===== src/rtl/irq_edge_pkg.sv =====
package irq_edge_pkg;

    localparam int unsigned REG_ADDR_W = 2;

    // Register selector; offsets are what software decodes
    typedef enum logic [REG_ADDR_W-1:0] {
        SEL_POLARITY = 2'd0,
        SEL_MASK     = 2'd1,
        SEL_LEVEL    = 2'd2,
        SEL_PENDING  = 2'd3
    } reg_sel_e;

endpackage


===== src/rtl/irq_sync_edge.sv =====
// Synchronizer plus one-cycle edge detector for a single request line.
module irq_sync_edge #(
    parameter int unsigned STAGES = 2
) (
    input  logic clk,
    input  logic rst_n,
    input  logic pin,
    input  logic rise_sel,
    output logic hit
);

    localparam int unsigned CHAIN_W = STAGES + 1;

    typedef struct packed {
        logic [CHAIN_W-1:0] chain;
    } sync_t;

    sync_t st_d, st_q;

    logic synced;
    logic prev;

    always_comb begin
        st_d       = st_q;
        st_d.chain = {st_q.chain[CHAIN_W-2:0], pin};
    end

    always_ff @(posedge clk or negedge rst_n) begin
        if (!rst_n) begin
            st_q <= '0;
        end else begin
            st_q <= st_d;
        end
    end

    // chain[STAGES-1] is the synchronized value, chain[STAGES] the previous one
    assign synced = st_q.chain[STAGES-1];
    assign prev   = st_q.chain[STAGES];
    assign hit    = rise_sel ? (synced & ~prev) : (~synced & prev);

endmodule


===== src/rtl/irq_cfg_regs.sv =====
// Polarity, mask, level and sticky pending registers with read mux.
module irq_cfg_regs
    import irq_edge_pkg::*;
#(
    parameter int unsigned NUM_IN = 6,
    parameter int unsigned LVL_W  = 3,
    parameter int unsigned DATA_W = 32
) (
    input  logic                    clk,
    input  logic                    rst_n,
    input  logic                    wr_en,
    input  logic [REG_ADDR_W-1:0]   wr_addr,
    input  logic [DATA_W-1:0]       wr_data,
    input  logic [REG_ADDR_W-1:0]   rd_addr,
    input  logic [NUM_IN-1:0]       hit,
    output logic [NUM_IN-1:0]       pol_q,
    output logic [NUM_IN-1:0]       mask_q,
    output logic [NUM_IN*LVL_W-1:0] lvl_q,
    output logic [NUM_IN-1:0]       pend_q,
    output logic [DATA_W-1:0]       rd_data
);

    localparam int unsigned LVL_BITS = NUM_IN * LVL_W;

    typedef struct packed {
        logic [NUM_IN-1:0]   pol;
        logic [NUM_IN-1:0]   mask;
        logic [LVL_BITS-1:0] lvl;
        logic [NUM_IN-1:0]   pend;
    } cfg_t;

    cfg_t st_d, st_q;

    logic unused_wr_hi;
    assign unused_wr_hi = ^wr_data[DATA_W-1:LVL_BITS];

    always_comb begin
        st_d = st_q;
        if (wr_en) begin
            case (reg_sel_e'(wr_addr))
                SEL_POLARITY: st_d.pol  = wr_data[NUM_IN-1:0];
                SEL_MASK:     st_d.mask = wr_data[NUM_IN-1:0];
                SEL_LEVEL:    st_d.lvl  = wr_data[LVL_BITS-1:0];
                SEL_PENDING:  st_d.pend = st_q.pend & ~wr_data[NUM_IN-1:0];
                default:      st_d = st_q;
            endcase
        end
        // a fresh edge overrides a simultaneous clear
        st_d.pend = st_d.pend | hit;
    end

    always_ff @(posedge clk or negedge rst_n) begin
        if (!rst_n) begin
            st_q.pol  <= '0;
            st_q.mask <= '1;
            st_q.lvl  <= '0;
            st_q.pend <= '0;
        end else begin
            st_q <= st_d;
        end
    end

    always_comb begin
        rd_data = '0;
        case (reg_sel_e'(rd_addr))
            SEL_POLARITY: rd_data[NUM_IN-1:0]   = st_q.pol;
            SEL_MASK:     rd_data[NUM_IN-1:0]   = st_q.mask;
            SEL_LEVEL:    rd_data[LVL_BITS-1:0] = st_q.lvl;
            SEL_PENDING:  rd_data[NUM_IN-1:0]   = st_q.pend;
            default:      rd_data = '0;
        endcase
    end

    assign pol_q  = st_q.pol;
    assign mask_q = st_q.mask;
    assign lvl_q  = st_q.lvl;
    assign pend_q = st_q.pend;

endmodule


===== src/rtl/irq_prio_arb.sv =====
// Combinational level arbiter; ties go to the lowest index.
module irq_prio_arb #(
    parameter int unsigned NUM_IN = 6,
    parameter int unsigned LVL_W  = 3,
    parameter int unsigned ID_W   = 3
) (
    input  logic [NUM_IN-1:0]       pend,
    input  logic [NUM_IN-1:0]       mask,
    input  logic [NUM_IN*LVL_W-1:0] lvl_flat,
    output logic [LVL_W-1:0]        win_lvl,
    output logic [ID_W-1:0]         win_id
);

    logic [LVL_W-1:0]  lvl_arr [NUM_IN];
    logic [NUM_IN-1:0] elig;

    for (genvar g = 0; g < NUM_IN; g++) begin : g_unpack
        assign lvl_arr[g] = lvl_flat[g*LVL_W +: LVL_W];
        assign elig[g]    = pend[g] & ~mask[g] & (|lvl_flat[g*LVL_W +: LVL_W]);
    end

    always_comb begin
        win_lvl = '0;
        win_id  = '0;
        // strict greater-than keeps the earliest index on a tie
        for (int i = 0; i < NUM_IN; i++) begin
            if (elig[i] && (lvl_arr[i] > win_lvl)) begin
                win_lvl = lvl_arr[i];
                win_id  = ID_W'(i + 1);
            end
        end
    end

endmodule


===== src/rtl/irq_edge_arb.sv =====
// Top: per-line synchronizers, register file, arbiter and output register.
module irq_edge_arb
    import irq_edge_pkg::*;
#(
    parameter int unsigned NUM_IN      = 6,
    parameter int unsigned LVL_W       = 3,
    parameter int unsigned DATA_W      = 32,
    parameter int unsigned SYNC_STAGES = 2,
    localparam int unsigned ID_W       = $clog2(NUM_IN + 1)
) (
    input  logic                  clk,
    input  logic                  rst_n,
    input  logic [NUM_IN-1:0]     irq_in,
    input  logic                  wr_en,
    input  logic [REG_ADDR_W-1:0] wr_addr,
    input  logic [DATA_W-1:0]     wr_data,
    input  logic [REG_ADDR_W-1:0] rd_addr,
    output logic [DATA_W-1:0]     rd_data,
    output logic [LVL_W-1:0]      irq_level,
    output logic [ID_W-1:0]       irq_id
);

    typedef struct packed {
        logic [LVL_W-1:0] lvl;
        logic [ID_W-1:0]  id;
    } out_t;

    logic [NUM_IN-1:0]       hit_w;
    logic [NUM_IN-1:0]       pol_w;
    logic [NUM_IN-1:0]       mask_w;
    logic [NUM_IN*LVL_W-1:0] lvl_w;
    logic [NUM_IN-1:0]       pend_w;
    logic [LVL_W-1:0]        win_lvl_w;
    logic [ID_W-1:0]         win_id_w;

    out_t out_d, out_q;

    for (genvar g = 0; g < NUM_IN; g++) begin : g_line
        irq_sync_edge #(
            .STAGES (SYNC_STAGES)
        ) u_edge (
            .clk      (clk),
            .rst_n    (rst_n),
            .pin      (irq_in[g]),
            .rise_sel (pol_w[g]),
            .hit      (hit_w[g])
        );
    end

    irq_cfg_regs #(
        .NUM_IN (NUM_IN),
        .LVL_W  (LVL_W),
        .DATA_W (DATA_W)
    ) u_regs (
        .clk     (clk),
        .rst_n   (rst_n),
        .wr_en   (wr_en),
        .wr_addr (wr_addr),
        .wr_data (wr_data),
        .rd_addr (rd_addr),
        .hit     (hit_w),
        .pol_q   (pol_w),
        .mask_q  (mask_w),
        .lvl_q   (lvl_w),
        .pend_q  (pend_w),
        .rd_data (rd_data)
    );

    irq_prio_arb #(
        .NUM_IN (NUM_IN),
        .LVL_W  (LVL_W),
        .ID_W   (ID_W)
    ) u_arb (
        .pend     (pend_w),
        .mask     (mask_w),
        .lvl_flat (lvl_w),
        .win_lvl  (win_lvl_w),
        .win_id   (win_id_w)
    );

    always_comb begin
        out_d     = out_q;
        out_d.lvl = win_lvl_w;
        out_d.id  = win_id_w;
    end

    always_ff @(posedge clk or negedge rst_n) begin
        if (!rst_n) begin
            out_q <= '0;
        end else begin
            out_q <= out_d;
        end
    end

    assign irq_level = out_q.lvl;
    assign irq_id    = out_q.id;

endmodule


===== config.mk =====
export PLATFORM = sky130hd
export DESIGN_NAME = irq_edge_arb
export DESIGN_NICKNAME = d
export VERILOG_FILES = /design/src/rtl/irq_edge_pkg.sv /design/src/rtl/irq_sync_edge.sv /design/src/rtl/irq_cfg_regs.sv /design/src/rtl/irq_prio_arb.sv /design/src/rtl/irq_edge_arb.sv
export SDC_FILE = /design/constraint.sdc
export NUM_CORES = 1
export LEC_CHECK = 0
export CAP_MARGIN = 15
export CELL_PAD_IN_SITES_DETAIL_PLACEMENT = 1
export CELL_PAD_IN_SITES_GLOBAL_PLACEMENT = 1
export CORE_MARGIN = 2
export CORE_UTILIZATION = 30
export DETAILED_ROUTE_END_ITERATION = 10
export GPL_ROUTABILITY_DRIVEN = 0
export PLACE_DENSITY = 0.63
export SKIP_LAST_GASP = 1
export SLEW_MARGIN = 20
export SYNTH_ARGS = -nofsm -noshare
export SYNTH_HDL_FRONTEND = slang
export SYNTH_SLANG_ARGS = --single-unit

===== constraint.sdc =====
create_clock -name clk -period 8.45 [get_ports clk]
set_input_delay 0.845 -clock clk [delete_from_list [all_inputs] [get_ports clk]]
set_output_delay 0.845 -clock clk [all_outputs]
set_load 0.005 [all_outputs]

== Word level (Yosys, flattened, before mapping) ==
Cells that the tools add are included.

* Bits in registers: 60
* Bits in latches: 0
* Bits in writable memories: 0
* Bits in read-only memories: 0
* Memories kept: 0

* Add/sub/neg operators: 0
* $mul: 0
* Div/mod/pow operators: 0
* Magnitude comparators: 6
* Eq/ne operators: 6
* Shifts and indexed selects: 0
* Multiplexer cells: 22
* Bitwise operators: 45
* Reduce and logical (&&, ||, !) cells: 17

{| class="wikitable"
|+ Operator list
! cell !! count
|-
| two-way mux 3 bit || 9
|-
| bitwise AND 1 bit || 24
|-
| case mux 6 bit (4 select lines) || 1
|-
| inverter 1 bit || 18
|-
| OR reduction 3 bit || 6
|-
| greater-than comparator 3 bit || 5
|-
| two-way mux 12 bit || 1
|-
| two-way mux 6 bit || 2
|-
| equality test 2 bit (second input constant) || 4
|-
| two-way mux 1 bit || 7
|-
| bitwise AND 6 bit || 1
|-
| logical AND 1 bit || 6
|-
| inverter 6 bit || 1
|-
| OR 6 bit || 1
|-
| AND reduction 2 bit || 3
|-
| equality test 2 x 1 -> 1 bit (second input constant) || 2
|-
| zero test 2 bit || 2
|-
| two-way mux 2 bit || 2
|-
| greater-than comparator 3 x 1 -> 1 bit (second input constant) || 1
|}

== Longest topological paths before layout ==
* Depth in word-level cells: 20
* Gate-level depth with buffers: 34
* Depth with buffers taken out: 34

== Hierarchy ==
Synthesis repeated with hierarchy kept, for this count alone.

* Cell total of the unflattened synthesis: 280
* Area, all modules: 3362.0 µm²

{| class="wikitable"
|+ Modules (own cells, without submodules)
! module !! instances !! cells an instance !! area each (µm²) !! sequential area each (µm²)
|-
| irq_cfg_regs || 1 || 122 || 1789.2 || 908.4
|-
| irq_prio_arb || 1 || 116 || 837.1 || 0.0
|-
| irq_sync_edge || 6 || 6 || 97.6 || 75.1
|-
| irq_edge_arb || 1 || 6 || 150.1 || 150.1
|}

== Least setup slack after synthesis ==
No wires, ideal clock.

* Kind: register -> register
* Start point: register, netlist name u_regs.mask_q[0]
* End point: register out_q, in the netlist irq_level[0]
* Data arrival time: 6.645 ns
* Required time: 8.318 ns
* Path slack: 1.673 ns
* Stages on the path, launching flop included: 34
* Path buffers: 0
* Path through: dfstp_2 -> and2b_2 -> and2_1 -> ha_1 -> and3_4 -> nor4b_4 -> nand2_2 -> nand2_1 -> o21ai_0 -> ha_1 -> nor3_1 -> a221o_1 -> o21ai_4 -> mux2_2 -> ha_1 -> nor3b_1 -> a221oi_1 -> mux2_2 -> nor2_1 -> a2bb2oi_1 -> ha_1 -> nor2b_1 -> o21ai_0 -> inv_1 -> o21ai_1 -> nor2_1 -> a221o_1 -> ha_1 -> nor2b_1 -> o21ai_0 -> a21oi_1 -> nand2_1 -> o31ai_1 -> a31oi_1

* Cells in the longest elaborated chain, start to end: 20

{| class="wikitable"
|+ Ends and longest elaborated chain
! what !! RTL line !! source
|-
| inverter 1 bit (*) || irq_prio_arb.sv:19 || <nowiki>assign elig[g] = pend[g] & ~mask[g] & (|lvl_flat[g*LVL_W +: LVL_W]);</nowiki>
|-
| bitwise AND 1 bit (*) (2 in a row) || irq_prio_arb.sv:19 ||
|-
| logical AND 1 bit (*) || irq_prio_arb.sv:27 || <nowiki>if (elig[i] && (lvl_arr[i] > win_lvl)) begin</nowiki>
|-
| two-way mux 3 bit (*) || irq_prio_arb.sv:27 ||
|-
| greater-than comparator 3 bit || irq_prio_arb.sv:27 ||
|-
| logical AND 1 bit || irq_prio_arb.sv:27 ||
|-
| two-way mux 3 bit (*) || irq_prio_arb.sv:27 ||
|-
| greater-than comparator 3 bit || irq_prio_arb.sv:27 ||
|-
| [... 4 more ...] || n/a ||
|-
| two-way mux 3 bit (*) || irq_prio_arb.sv:27 ||
|-
| greater-than comparator 3 bit || irq_prio_arb.sv:27 ||
|-
| logical AND 1 bit || irq_prio_arb.sv:27 ||
|-
| two-way mux 3 bit (*) || irq_prio_arb.sv:27 ||
|-
| greater-than comparator 3 bit || irq_prio_arb.sv:27 ||
|-
| logical AND 1 bit || irq_prio_arb.sv:27 ||
|-
| two-way mux 3 bit (*) || irq_prio_arb.sv:27 ||
|-
| named net u_arb.win_lvl[0] || irq_prio_arb.sv:10 || <nowiki>output logic [LVL_W-1:0] win_lvl,</nowiki>
|-
| to (signal assigned) || irq_edge_arb.sv:91 || <nowiki>out_q <= out_d;</nowiki>
|-
| to (decl) || irq_edge_arb.sv:36 || <nowiki>out_t out_d, out_q;</nowiki>
|}

The timed path passes the listed nets; every way through them passes the cells marked *.
A chain may end at the register's enable or synchronous reset.

== Worst setup path after layout ==
* Start point: register, netlist name u_regs.mask_q[0]
* End point: register out_q, in the netlist irq_level[0]

* Cells in the longest elaborated chain, start to end: 20

{| class="wikitable"
|+ Ends and longest elaborated chain
! what !! RTL line
|-
| inverter 1 bit (*) || irq_prio_arb.sv:19
|-
| bitwise AND 1 bit (*) (2 in a row) || irq_prio_arb.sv:19
|-
| logical AND 1 bit (*) || irq_prio_arb.sv:27
|-
| two-way mux 3 bit (*) || irq_prio_arb.sv:27
|-
| greater-than comparator 3 bit || irq_prio_arb.sv:27
|-
| logical AND 1 bit || irq_prio_arb.sv:27
|-
| two-way mux 3 bit (*) || irq_prio_arb.sv:27
|-
| greater-than comparator 3 bit || irq_prio_arb.sv:27
|-
| [... 4 more ...] || n/a
|-
| two-way mux 3 bit (*) || irq_prio_arb.sv:27
|-
| greater-than comparator 3 bit || irq_prio_arb.sv:27
|-
| logical AND 1 bit || irq_prio_arb.sv:27
|-
| two-way mux 3 bit (*) || irq_prio_arb.sv:27
|-
| greater-than comparator 3 bit || irq_prio_arb.sv:27
|-
| logical AND 1 bit || irq_prio_arb.sv:27
|-
| two-way mux 3 bit (*) || irq_prio_arb.sv:27
|-
| named net u_arb.win_lvl[0] || irq_prio_arb.sv:10
|}

Marked as above.

==> impl_metrics.py <==
metrics = {
    "drt": {
        "ant_nets": 0,
        "vias": 2285,
        "wl_microns": 7430,
        "routedWlPerCell_microns": 15.6,
        "dr.pass1.iters": 4,
        "drt_iter0_markers": 76,
        "routed_via_density": 4.79,
        "drc": 0,
    },
    "power": {
        "power_density_nw_per_um2": 279,
        "internal_power_mw": 0.762,
        "p_sw_mw": 0.373,
        "clkPwrFrac_pct": 28.7,
        "p_leak_nw": 1.72,
        "p_comb_share_pct": 37.0,
        "pwr-share-seq_pct": 34.3,
        "ir_worst_vdd_mv": 0.114,
        "swShare_pct": 32.9,
    },
    "clock_network": {
        "cts_num_sinks": 60,
        "cts_hold_buf": 0,
        "numCtsBuffers": 9,
        "clock_path_buffers": 2,
        "path_clk_slew_ns": 0.07,
        "clockRootBuffer": "clkbuf_8",
        "cts_tree": "done",
        "cts_max_level": 3,
        "clock_latency_ns": 0.35,
    },
    "setup_path": {
        "crit_top_cell": "ha_1",
        "critPathRequiredTime_ns": 8.68,
        "path_max_fanout": 9,
        "startpoint_type": "flip-flop",
        "crit_arrival_ns": 7.91,
        "critPathKind": "reg -> reg",
        "cp_slowest_cell": "dfstp_2",
        "cp-end-kind": "flip-flop",
        "critPathMaxStageDelay_ns": 0.54,
    },
    "layout": {
        "area_growth_pct": 28.8,
        "final_cell_mix": "54 x dfrtp_1, 53 x clkdlybuf4s50_1, 32 x mux2_2",
        "finalCoreUtilization_pct": 39.6,
        "fin_nets": 392,
        "final_common_cell": "dfrtp_1",
        "n_antenna_cell": 0,
        "drive_above_1_share_pct": 22.6,
        "stdcell_count": 477,
    },
    "sta": {
        "relSlewSlack_pct": 49.2,
        "fmax_mhz": 130,
        "tns_ns": 0,
        "hold_violations": 0,
        "drv_slew": 0,
        "min_period_ns": 7.68,
        "finalCritPeriodShare_pct": 90.9,
        "tightest_slew_ns": 0.762,
        "setup_viol": 0,
        "skew_ns": 0.00798,
        "setup_ws_ns": 0.770,
        "hold_ws_ns": 0.350,
        "rsz0062_at_grt": "false",
    },
    "grt": {
        "grt_max_degree": 61,
        "grt_pass1_wl_microns": 12300,
        "globalRouteOverflowTotal": 0,
        "grt.total_usage_pct": 14.1,
        "grt_antenna_before_repair": 0,
        "grt_pass1_vias": 2363,
    },
    "yosys": {
        "avgSynthCellArea_sq_um": 11.5,
        "yosysWarningCount": 0,
        "synth-seq-cells": 60,
        "synth_seq_area_share_pct": 47.8,
        "ys_types": 50,
        "syn_area_sq_um": 3160,
        "synth_cells": 274,
    },
    "floorplan": {
        "rows": 37,
        "start_util_pct": 30.7,
        "fp.dieH_microns": 107,
        "dieArea_sq_um": 11400,
        "core_area_sq_um": 10300,
        "ios": 83,
        "fp.dieW_microns": 107,
    },
    "hold_path": {
        "hp-class": "reg -> reg",
    },
    "placed_design": {
        "post-place-cells": 460,
        "port_buffers": 54,
        "place_ws_ns": 0.523,
        "place_hpwl_microns": 5310,
    },
    "run_status": {
        "status": "completed",
    },
    "run": {
        "drv_cap": 0,
    },
}
[cell type report]
class,instances,area (sq um)
clock buffer,10,138
clock inverter,6,111
fill,1166,6210
inverter,11,41.3
multi-input combinational,197,1540
sequential,60,1510
tap,136,170
timing repair buffer,57,562
[worst max-delay path, delay by kind of cell (launching register included)]
kind,cells,cell delay [ns]
adders and majority gates,5,1.37
muxes,2,0.70
and+or+nand+nor,12,2.07
buffers and inverters,1,0.08
AOI/OAI and AO/OA,12,2.78
DFF,1,0.54
[synth_stat cells, drive strengths merged]
cell type / instances / area, sq um
a211oi: 1 / 7.51
a21boi: 1 / 11.3
a21oi: 5 / 25.0
a221o: 6 / 60.1
a221oi: 3 / 32.5
a22o: 1 / 10.0
a22oi: 2 / 20.0
a2bb2oi: 1 / 8.76
a31oi: 3 / 33.8
and2: 13 / 81.3
and2b: 1 / 8.76
and3: 2 / 17.5
buf: 14 / 105
clkbuf: 5 / 18.8
conb: 1 / 3.75
dfrtp: 54 / 1350
dfstp: 6 / 158
ha: 11 / 138
inv: 11 / 41.3
mux2: 33 / 375
mux2i: 2 / 20.0
mux4: 6 / 135
nand2: 30 / 115
nand3: 3 / 15.0
nand3b: 2 / 15.0
nand4b: 1 / 8.76
nor2: 20 / 82.6
nor2b: 5 / 31.3
nor3: 4 / 20.0
nor3b: 2 / 15.0
nor4b: 2 / 32.5
nor4bb: 1 / 10.0
o211ai: 2 / 15.0
o21a: 2 / 15.0
o21ai: 10 / 61.3
o21bai: 2 / 15.0
o311ai: 1 / 8.76
o31ai: 3 / 22.5
or2b: 1 / 7.51
or3: 1 / 6.26
[sequential cells by signal, summed over array words and instances, names as in the netlist]
signal,flops
g_line.u_edge.st_q,18
irq_id,3
irq_level,3
u_regs.lvl_q,18
u_regs.mask_q,6
u_regs.pend_q,6
u_regs.pol_q,6
[metal layers]
metal  up-vias  part of all wire, %  track usage [%]  wire length, microns
li1       1080                    -                -                     -
met1      1151                   49             19.8                  3610
met2        46                   46             21.2                  3450
met3         8                  3.4             3.65                   256
met4         0                  1.4             4.45                   107
met5         -                    0                0                     0
[metrics by stage]
step | power (mW) | instance area (sq um)
global placement | 0.802 | 3800
CTS | 1.15 | 4050
floorplan | 0.667 | 3210
global route | 1.22 | 4070
finish | 1.14 | 4070
detailed placement | 0.814 | 3800
[final timing paths]
check | startpoint | slack [ns] | endpoint | cells past startpoint
setup / recovery | u_regs.mask_q[0] | 0.77 | irq_level[0] | 32
hold / removal | g_line[3].u_edge.st_q[0] | 0.35 | g_line[3].u_edge.st_q[1] | 0
setup reg to reg | u_regs.mask_q[0] | 0.77 | irq_level[0] | 32
hold reg to reg | g_line[3].u_edge.st_q[0] | 0.35 | g_line[3].u_edge.st_q[1] | 0
max in group asynchronous | rst_n | 7.30 | g_line[1].u_edge.st_q[0] | 2
min in group asynchronous | rst_n | 0.64 | g_line[4].u_edge.st_q[0] | 2
[what timing repair did]
item,CTS,global route
endpoints found under the setup margin,0,1
resized for setup,0,1
buffers inserted,0,0
[logic make-up after synthesis]
| family | share of synthesized area (%) |
|---|---|
| buffers and inverters | 5.23 |
| AO/OA/AOI/OAI | 11.0 |
| AND/OR/NAND/NOR | 14.8 |
| flip-flops | 47.8 |
| other | 0.119 |
| multiplexers | 16.8 |
| adder cells (fa/ha/maj) | 4.36 |
[power by group through the flow]
stage          logic [mW]  registers [mW]  clock network, mW
6_report            0.420           0.389              0.326
4_1_cts             0.421           0.390              0.334
5_1_grt             0.473           0.398              0.345
2_1_floorplan       0.286           0.381                  0
3_3_place_gp        0.409           0.393                  0
3_5_place_dp        0.419           0.395                  0
No activity file was read; power rests on OpenSTA's default activity.
